==> src/rtl/addr_gen_pkg.sv <==
package addr_gen_pkg;
  typedef enum logic [1:0] {SEG_ES = 2'd0, SEG_CS = 2'd1, SEG_SS = 2'd2, SEG_DS = 2'd3} seg_e;
  typedef enum logic [1:0] {ACC_FETCH = 2'd0, ACC_STACK = 2'd1, ACC_DATA = 2'd2, ACC_SDST = 2'd3} acc_e;
  typedef enum logic [1:0] {BASE_NONE = 2'd0, BASE_BX = 2'd1, BASE_BP = 2'd2, BASE_RSV = 2'd3} base_e;
  typedef enum logic [1:0] {IDX_NONE = 2'd0, IDX_SI = 2'd1, IDX_DI = 2'd2, IDX_RSV = 2'd3} idx_e;
  typedef enum logic [1:0] {DSP_NONE = 2'd0, DSP_S8 = 2'd1, DSP_W16 = 2'd2, DSP_RSV = 2'd3} dsp_e;

  typedef struct packed {
    base_e base;
    idx_e  idx;
    dsp_e  dsp;
  } amode_t;
endpackage

==> src/rtl/addr_gen_ofs.sv <==
module addr_gen_ofs
  import addr_gen_pkg::*;
#(
  parameter int OFS_W = 16,
  parameter int DSP_S = 8
) (
  input  acc_e             acc_i,
  input  amode_t           mode_i,
  input  logic [OFS_W-1:0] disp_i,
  input  logic [OFS_W-1:0] bx_i,
  input  logic [OFS_W-1:0] bp_i,
  input  logic [OFS_W-1:0] si_i,
  input  logic [OFS_W-1:0] di_i,
  input  logic [OFS_W-1:0] sp_i,
  input  logic [OFS_W-1:0] ip_i,
  output logic [OFS_W-1:0] ea_o
);
  localparam int EXT_W = OFS_W - DSP_S;

  logic [OFS_W-1:0] base_v, idx_v, dsp_v, data_ea;

  always_comb begin
    unique case (mode_i.base)
      BASE_BX: base_v = bx_i;
      BASE_BP: base_v = bp_i;
      default: base_v = '0;
    endcase
    unique case (mode_i.idx)
      IDX_SI:  idx_v = si_i;
      IDX_DI:  idx_v = di_i;
      default: idx_v = '0;
    endcase
    unique case (mode_i.dsp)
      DSP_S8:  dsp_v = {{EXT_W{disp_i[DSP_S-1]}}, disp_i[DSP_S-1:0]};
      DSP_W16: dsp_v = disp_i;
      default: dsp_v = '0;
    endcase
  end

  // carry out of the top bit is dropped: modulo 2^OFS_W
  assign data_ea = base_v + idx_v + dsp_v;

  always_comb begin
    unique case (acc_i)
      ACC_FETCH: ea_o = ip_i;
      ACC_STACK: ea_o = sp_i;
      ACC_DATA:  ea_o = data_ea;
      default:   ea_o = di_i;
    endcase
  end
endmodule

==> src/rtl/addr_gen_seg.sv <==
module addr_gen_seg
  import addr_gen_pkg::*;
(
  input  acc_e  acc_i,
  input  base_e base_i,
  input  logic  ovr_en_i,
  input  seg_e  ovr_seg_i,
  output seg_e  seg_o
);
  seg_e data_dflt;

  assign data_dflt = (base_i == BASE_BP) ? SEG_SS : SEG_DS;

  always_comb begin
    unique case (acc_i)
      ACC_FETCH: seg_o = SEG_CS;
      ACC_STACK: seg_o = SEG_SS;
      ACC_DATA:  seg_o = ovr_en_i ? ovr_seg_i : data_dflt;
      default:   seg_o = SEG_ES;
    endcase
  end
endmodule

==> src/rtl/addr_gen_phys.sv <==
module addr_gen_phys #(
  parameter int OFS_W  = 16,
  parameter int SEG_SH = 4,
  localparam int PA_W  = OFS_W + SEG_SH
) (
  input  logic [OFS_W-1:0] seg_val_i,
  input  logic [OFS_W-1:0] ea_i,
  output logic [PA_W-1:0]  pa_o
);
  logic [PA_W-1:0] seg_ext, ea_ext;

  assign seg_ext = {seg_val_i, {SEG_SH{1'b0}}};
  assign ea_ext  = {{SEG_SH{1'b0}}, ea_i};
  assign pa_o    = seg_ext + ea_ext;
endmodule

==> src/rtl/addr_gen.sv <==
module addr_gen
  import addr_gen_pkg::*;
#(
  parameter int OFS_W  = 16,
  parameter int SEG_SH = 4,
  parameter int DSP_S  = 8,
  localparam int PA_W  = OFS_W + SEG_SH,
  localparam int NSEG  = 4
) (
  input  logic             clk_i,
  input  logic             rst_ni,
  input  logic             req_valid_i,
  input  logic [1:0]       acc_class_i,
  input  logic [5:0]       amode_i,
  input  logic             ovr_en_i,
  input  logic [1:0]       ovr_seg_i,
  input  logic [OFS_W-1:0] disp_i,
  input  logic [OFS_W-1:0] bx_i,
  input  logic [OFS_W-1:0] bp_i,
  input  logic [OFS_W-1:0] si_i,
  input  logic [OFS_W-1:0] di_i,
  input  logic [OFS_W-1:0] sp_i,
  input  logic [OFS_W-1:0] ip_i,
  input  logic [OFS_W-1:0] cs_i,
  input  logic [OFS_W-1:0] ds_i,
  input  logic [OFS_W-1:0] ss_i,
  input  logic [OFS_W-1:0] es_i,
  output logic             res_valid_o,
  output logic [1:0]       seg_sel_o,
  output logic [OFS_W-1:0] ea_o,
  output logic [PA_W-1:0]  pa_o
);
  acc_e             acc;
  amode_t           mode;
  seg_e             seg_d;
  logic [OFS_W-1:0] ea_d, seg_val;
  logic [PA_W-1:0]  pa_d;
  logic [OFS_W-1:0] seg_tab [NSEG];

  assign acc  = acc_e'(acc_class_i);
  assign mode = amode_t'(amode_i);

  // table indexed by segment code
  assign seg_tab[SEG_ES] = es_i;
  assign seg_tab[SEG_CS] = cs_i;
  assign seg_tab[SEG_SS] = ss_i;
  assign seg_tab[SEG_DS] = ds_i;

  addr_gen_ofs #(.OFS_W(OFS_W), .DSP_S(DSP_S)) u_ofs (
    .acc_i (acc),
    .mode_i(mode),
    .disp_i(disp_i),
    .bx_i  (bx_i),
    .bp_i  (bp_i),
    .si_i  (si_i),
    .di_i  (di_i),
    .sp_i  (sp_i),
    .ip_i  (ip_i),
    .ea_o  (ea_d)
  );

  addr_gen_seg u_seg (
    .acc_i    (acc),
    .base_i   (mode.base),
    .ovr_en_i (ovr_en_i),
    .ovr_seg_i(seg_e'(ovr_seg_i)),
    .seg_o    (seg_d)
  );

  assign seg_val = seg_tab[seg_d];

  addr_gen_phys #(.OFS_W(OFS_W), .SEG_SH(SEG_SH)) u_phys (
    .seg_val_i(seg_val),
    .ea_i     (ea_d),
    .pa_o     (pa_d)
  );

  always_ff @(posedge clk_i or negedge rst_ni) begin
    if (!rst_ni) begin
      res_valid_o <= 1'b0;
      seg_sel_o   <= '0;
      ea_o        <= '0;
      pa_o        <= '0;
    end else begin
      res_valid_o <= req_valid_i;
      if (req_valid_i) begin
        seg_sel_o <= seg_d;
        ea_o      <= ea_d;
        pa_o      <= pa_d;
      end
    end
  end
endmodule

==> config.mk <==
export PLATFORM = sky130hd
export DESIGN_NAME = addr_gen
export DESIGN_NICKNAME = d
export VERILOG_FILES = /design/src/rtl/addr_gen_pkg.sv /design/src/rtl/addr_gen_ofs.sv /design/src/rtl/addr_gen_seg.sv /design/src/rtl/addr_gen_phys.sv /design/src/rtl/addr_gen.sv
export SDC_FILE = /design/constraint.sdc
export NUM_CORES = 1
export LEC_CHECK = 0
export CELL_PAD_IN_SITES_DETAIL_PLACEMENT = 0
export CELL_PAD_IN_SITES_GLOBAL_PLACEMENT = 2
export CORE_ASPECT_RATIO = 0.6
export CORE_MARGIN = 5
export CORE_UTILIZATION = 39
export DETAILED_ROUTE_END_ITERATION = 10
export DONT_BUFFER_PORTS = 1
export HOLD_SLACK_MARGIN = 0.08
export PLACE_DENSITY_LB_ADDON = 0.1
export SLEW_MARGIN = 20
export SYNTH_ARGS = -nofsm -noshare
export SYNTH_HDL_FRONTEND = slang
export SYNTH_SLANG_ARGS = --single-unit
==> constraint.sdc <==
create_clock -name clk_i -period 1.05 [get_ports clk_i]
set_input_delay 0.0525 -clock clk_i [delete_from_list [all_inputs] [get_ports clk_i]]
set_output_delay 0.0525 -clock clk_i [all_outputs]
set_load 0.05 [all_outputs]
==> flow_summary.json <==
{
  "status": "finished, violations left",
  "violations": "hold timing, setup timing",
  "final.setup_skew_ps": 0,
  "nFillCells": 1010,
  "core-area_um2": 11400,
  "die_x_um": 150,
  "power.leakage_uw": 0.00296,
  "crit_path_frequent_cell": "ha_4",
  "final_cells": 781,
  "cp-end-kind": "register",
  "hold_viol": 32,
  "tightest_slew_ps": 457,
  "grt_max_degree": 48,
  "power_uw": 9590,
  "drc": 0,
  "max_clock_freq_mhz": 243,
  "die-height_um": 93.9,
  "synth.distinct_cells": 52,
  "cts_buffers": 5,
  "crit_buf_inv": 2,
  "grt_usage": 0.229,
  "crit_arrival_ps": 4280,
  "postPlaceCellArea_um2": 5920,
  "synth_edf_count": 0,
  "critPathLaunchType": "input port",
  "r2r-end": "ea_o[7]",
  "finalCritPeriodShare": 3.91,
  "final_max_slew_viol_count": 0,
  "dieArea_um2": 14100,
  "timing.hold.ws_ps": -207,
  "ir_worst_vdd_v": 0.000635,
  "wl_mm": 16.4,
  "setup_ws_ps": -3060,
  "cts_tree": "yes",
  "rsz0062_at_grt": "yes",
  "rr_worst_depth": 1,
  "vias": 4390,
  "postLayoutCellArea_um2": 6740,
  "synthCells": 501,
  "netlist_area_um2": 4570,
  "wire_per_inst_um": 21.0,
  "r2r_setup_slack_ps": 260,
  "hold_class": "input port to register",
  "syn2layout_area_growth_pct": 47.4,
  "syn_avg_cell_area_um2": 9.13,
  "nets": 859,
  "clock_sinks": 35,
  "p_per_area_nw_per_um2": 1420,
  "critPathMaxFanout": 6,
  "cts_hold_buf": 3,
  "synth_top_flop_cell": "dfrtp_1",
  "max_cap_violations": 0,
  "drive_gt1_frac": 0.522,
  "clk_pin_slew_ps": 60,
  "crit_chain": "ha_4 > nor2_4 > buf_6 > nand2_4 > fa_1 > inv_2 > ha_4 > a21o_1 > a21oi_2 > xnor2_1 > mux4_2 > ha_4 > fa_2 > a211oi_2 > o211a_1 > nor2_2 > a211oi_2 > xnor2_1 > mux2_4",
  "path_delay_family": "adder cells",
  "yosysWarnings": 0,
  "synth_fp_nets": 740,
  "routabilityCongestion": 0.969,
  "drt-pass1-iter-count": 5,
  "setup_viol": 33,
  "clk_path_buf_depth": 2,
  "drtIter0Drc": 212,
  "top_level_ports": 229,
  "final_antenna_net_count": 0,
  "synthArstFlopShare": 1.00,
  "grt_pass1_wl_mm": 25.1,
  "min_to": "res_valid_o",
  "via_per_inst": 5.62,
  "r2r-start": "ea_o[7]",
  "min_period_ps": 4110,
  "cts-root-buf": "clkbuf_16",
  "post-place-cells": 747,
  "grt_pass1_vias": 4628,
  "required_ps": 1220,
  "cpMaxStageDelayCell": "mux4_2",
  "antenna_found_initial": 1,
  "antennaDiodeCount": 0,
  "max_stage_delay_ps": 530,
  "post-dp-hpwl_mm": 13.5,
  "io_buffer_count": 0,
  "clock_latency_ps": 280,
  "ys_ff_latch": 35,
  "place_worst_setup_slack_ps": -3420,
  "relSlewSlack": 0.694,
  "min_from": "req_valid_i",
  "path_class": "input port to register",
  "worstHoldPathCells": 0,
  "initial_core_util": 0.402,
  "fin_tns_setup_ps": -67350,
  "rows": 30,
  "gr-total-overflow": 0,
  "htreeDepth": 2,
  "yosysSeqAreaShare": 0.191
}
## placed cells by master (no fill, tap or decap), types with 4 or more instances in the layout
cell / netlist / routed
a211oi_2: 0 / 7
a21o_1: 19 / 19
a21oi_1: 22 / 12
a21oi_2: 0 / 7
a22oi_1: 33 / 28
a22oi_2: 0 / 5
a31oi_1: 11 / 10
a41oi_2: 0 / 4
buf_4: 4 / 120
buf_6: 1 / 15
clkbuf_16: 0 / 5
dfrtp_1: 35 / 35
fa_1: 17 / 14
ha_1: 32 / 7
ha_2: 0 / 4
ha_4: 0 / 21
inv_1: 40 / 28
inv_2: 0 / 7
mux2_2: 22 / 8
mux2_4: 0 / 14
mux2i_1: 11 / 9
mux4_2: 20 / 20
nand2_1: 38 / 34
nand2b_1: 5 / 4
nor2_1: 39 / 34
nor2b_1: 5 / 4
o211ai_1: 5 / 5
o21ai_0: 12 / 4
o21ai_2: 1 / 6
or2_2: 26 / 15
or2_4: 1 / 12
xnor2_1: 13 / 10
xor2_1: 7 / 6
## cells in the mapped netlist (3+ instances only)
| master | number | area (um2) |
|---|---|---|
| a211oi_1 | 9 | 67.6 |
| a21o_1 | 19 | 143 |
| a21oi_1 | 22 | 110 |
| a22oi_1 | 33 | 248 |
| a31oi_1 | 11 | 68.8 |
| a41oi_1 | 4 | 35.0 |
| and2_1 | 5 | 31.3 |
| and3_1 | 3 | 18.8 |
| buf_1 | 4 | 15.0 |
| buf_2 | 3 | 15.0 |
| buf_4 | 4 | 30.0 |
| clkbuf_1 | 17 | 63.8 |
| dfrtp_1 | 35 | 876 |
| fa_1 | 17 | 340 |
| ha_1 | 32 | 400 |
| inv_1 | 40 | 150 |
| mux2_2 | 22 | 248 |
| mux2i_1 | 11 | 110 |
| mux4_1 | 3 | 78.8 |
| mux4_2 | 20 | 450 |
| nand2_1 | 38 | 143 |
| nand2b_1 | 5 | 31.3 |
| nand3_1 | 3 | 15.0 |
| nor2_1 | 39 | 146 |
| nor2b_1 | 5 | 31.3 |
| o211ai_1 | 5 | 37.5 |
| o21a_1 | 3 | 22.5 |
| o21ai_0 | 12 | 60.1 |
| o22ai_1 | 4 | 25.0 |
| or2_2 | 26 | 163 |
| or3_1 | 3 | 18.8 |
| xnor2_1 | 13 | 114 |
| xor2_1 | 7 | 61.3 |
## cell families after synthesis
logic type                 Yosys count  synth area share
adders and majority gates           49             0.162
muxes                               56             0.194
buffers and inverters               70            0.0632
AOI/OAI and AO/OA                  138             0.212
xor gates and xnor gates            20            0.0383
and+or+nand+nor                    133             0.139
DFF                                 35             0.191
## worst max path at each step
| stage | cells past startpoint | end | slack [ps] | from |
|---|---|---|---|---|
| 6_report | 19 | pa_o[14] | -3060 | amode_i[1] |
| 5_1_grt | 23 | pa_o[14] | -3200 | amode_i[1] |
| 4_1_cts | 22 | pa_o[19] | -3020 | amode_i[2] |
| 3_5_place_dp | 23 | pa_o[19] | -3420 | amode_i[1] |
| 3_3_place_gp | 22 | pa_o[15] | -3340 | amode_i[1] |
| 2_1_floorplan | 21 | pa_o[15] | -3210 | amode_i[4] |
## where the power goes
group          switching, uW  internal (uW)  total [uW]
registers                219           1710        1930
clock network            601            866        1470
logic                   3410           2780        6190
## timing repair
action | 4_1_cts | 5_1_grt
gates resized for setup | 71 | 37
buffers inserted | 22 | 8
gates cloned | 0 | 0
setup endpoints to repair | 33 | 33
pin swaps | 48 | 32
hold endpoints to repair | 70 | 32
## flip-flops by register name, summed over array words and instances, names as in the netlist
register,cells
seg_sel_o,2
pa_o,16
res_valid_o,1
ea_o,16
## per-stage QoR
step	hold slack, ps	util
CTS	-208	0.576
global placement	-242	0.520
global route	-218	0.593
finish	-207	0.593
floorplan	-243	-
detailed placement	-242	0.520
## final cells by class
type | count | area [um2] | area share
inverters | 41 | 196 | 0.0291
multi-input cells | 396 | 4170 | 0.618
well taps | 160 | 200 | 0.0297
flip-flops and latches | 35 | 876 | 0.130
clock buffers | 5 | 125 | 0.0186
repair buffers | 141 | 1160 | 0.173
clock inverters | 3 | 15.0 | 0.00223
## metal layers
metal / vias to the layer above / part of all wire / routed length [um] / global-route usage
met5: - / 0.00079 / 13 / 0
met4: 2 / 0.012 / 189 / 0.0449
met3: 19 / 0.098 / 1610 / 0.0747
met2: 183 / 0.44 / 7180 / 0.356
met1: 2106 / 0.45 / 7410 / 0.314
li1: 2080 / - / - / -
No activity file was read; power rests on OpenSTA's default activity.
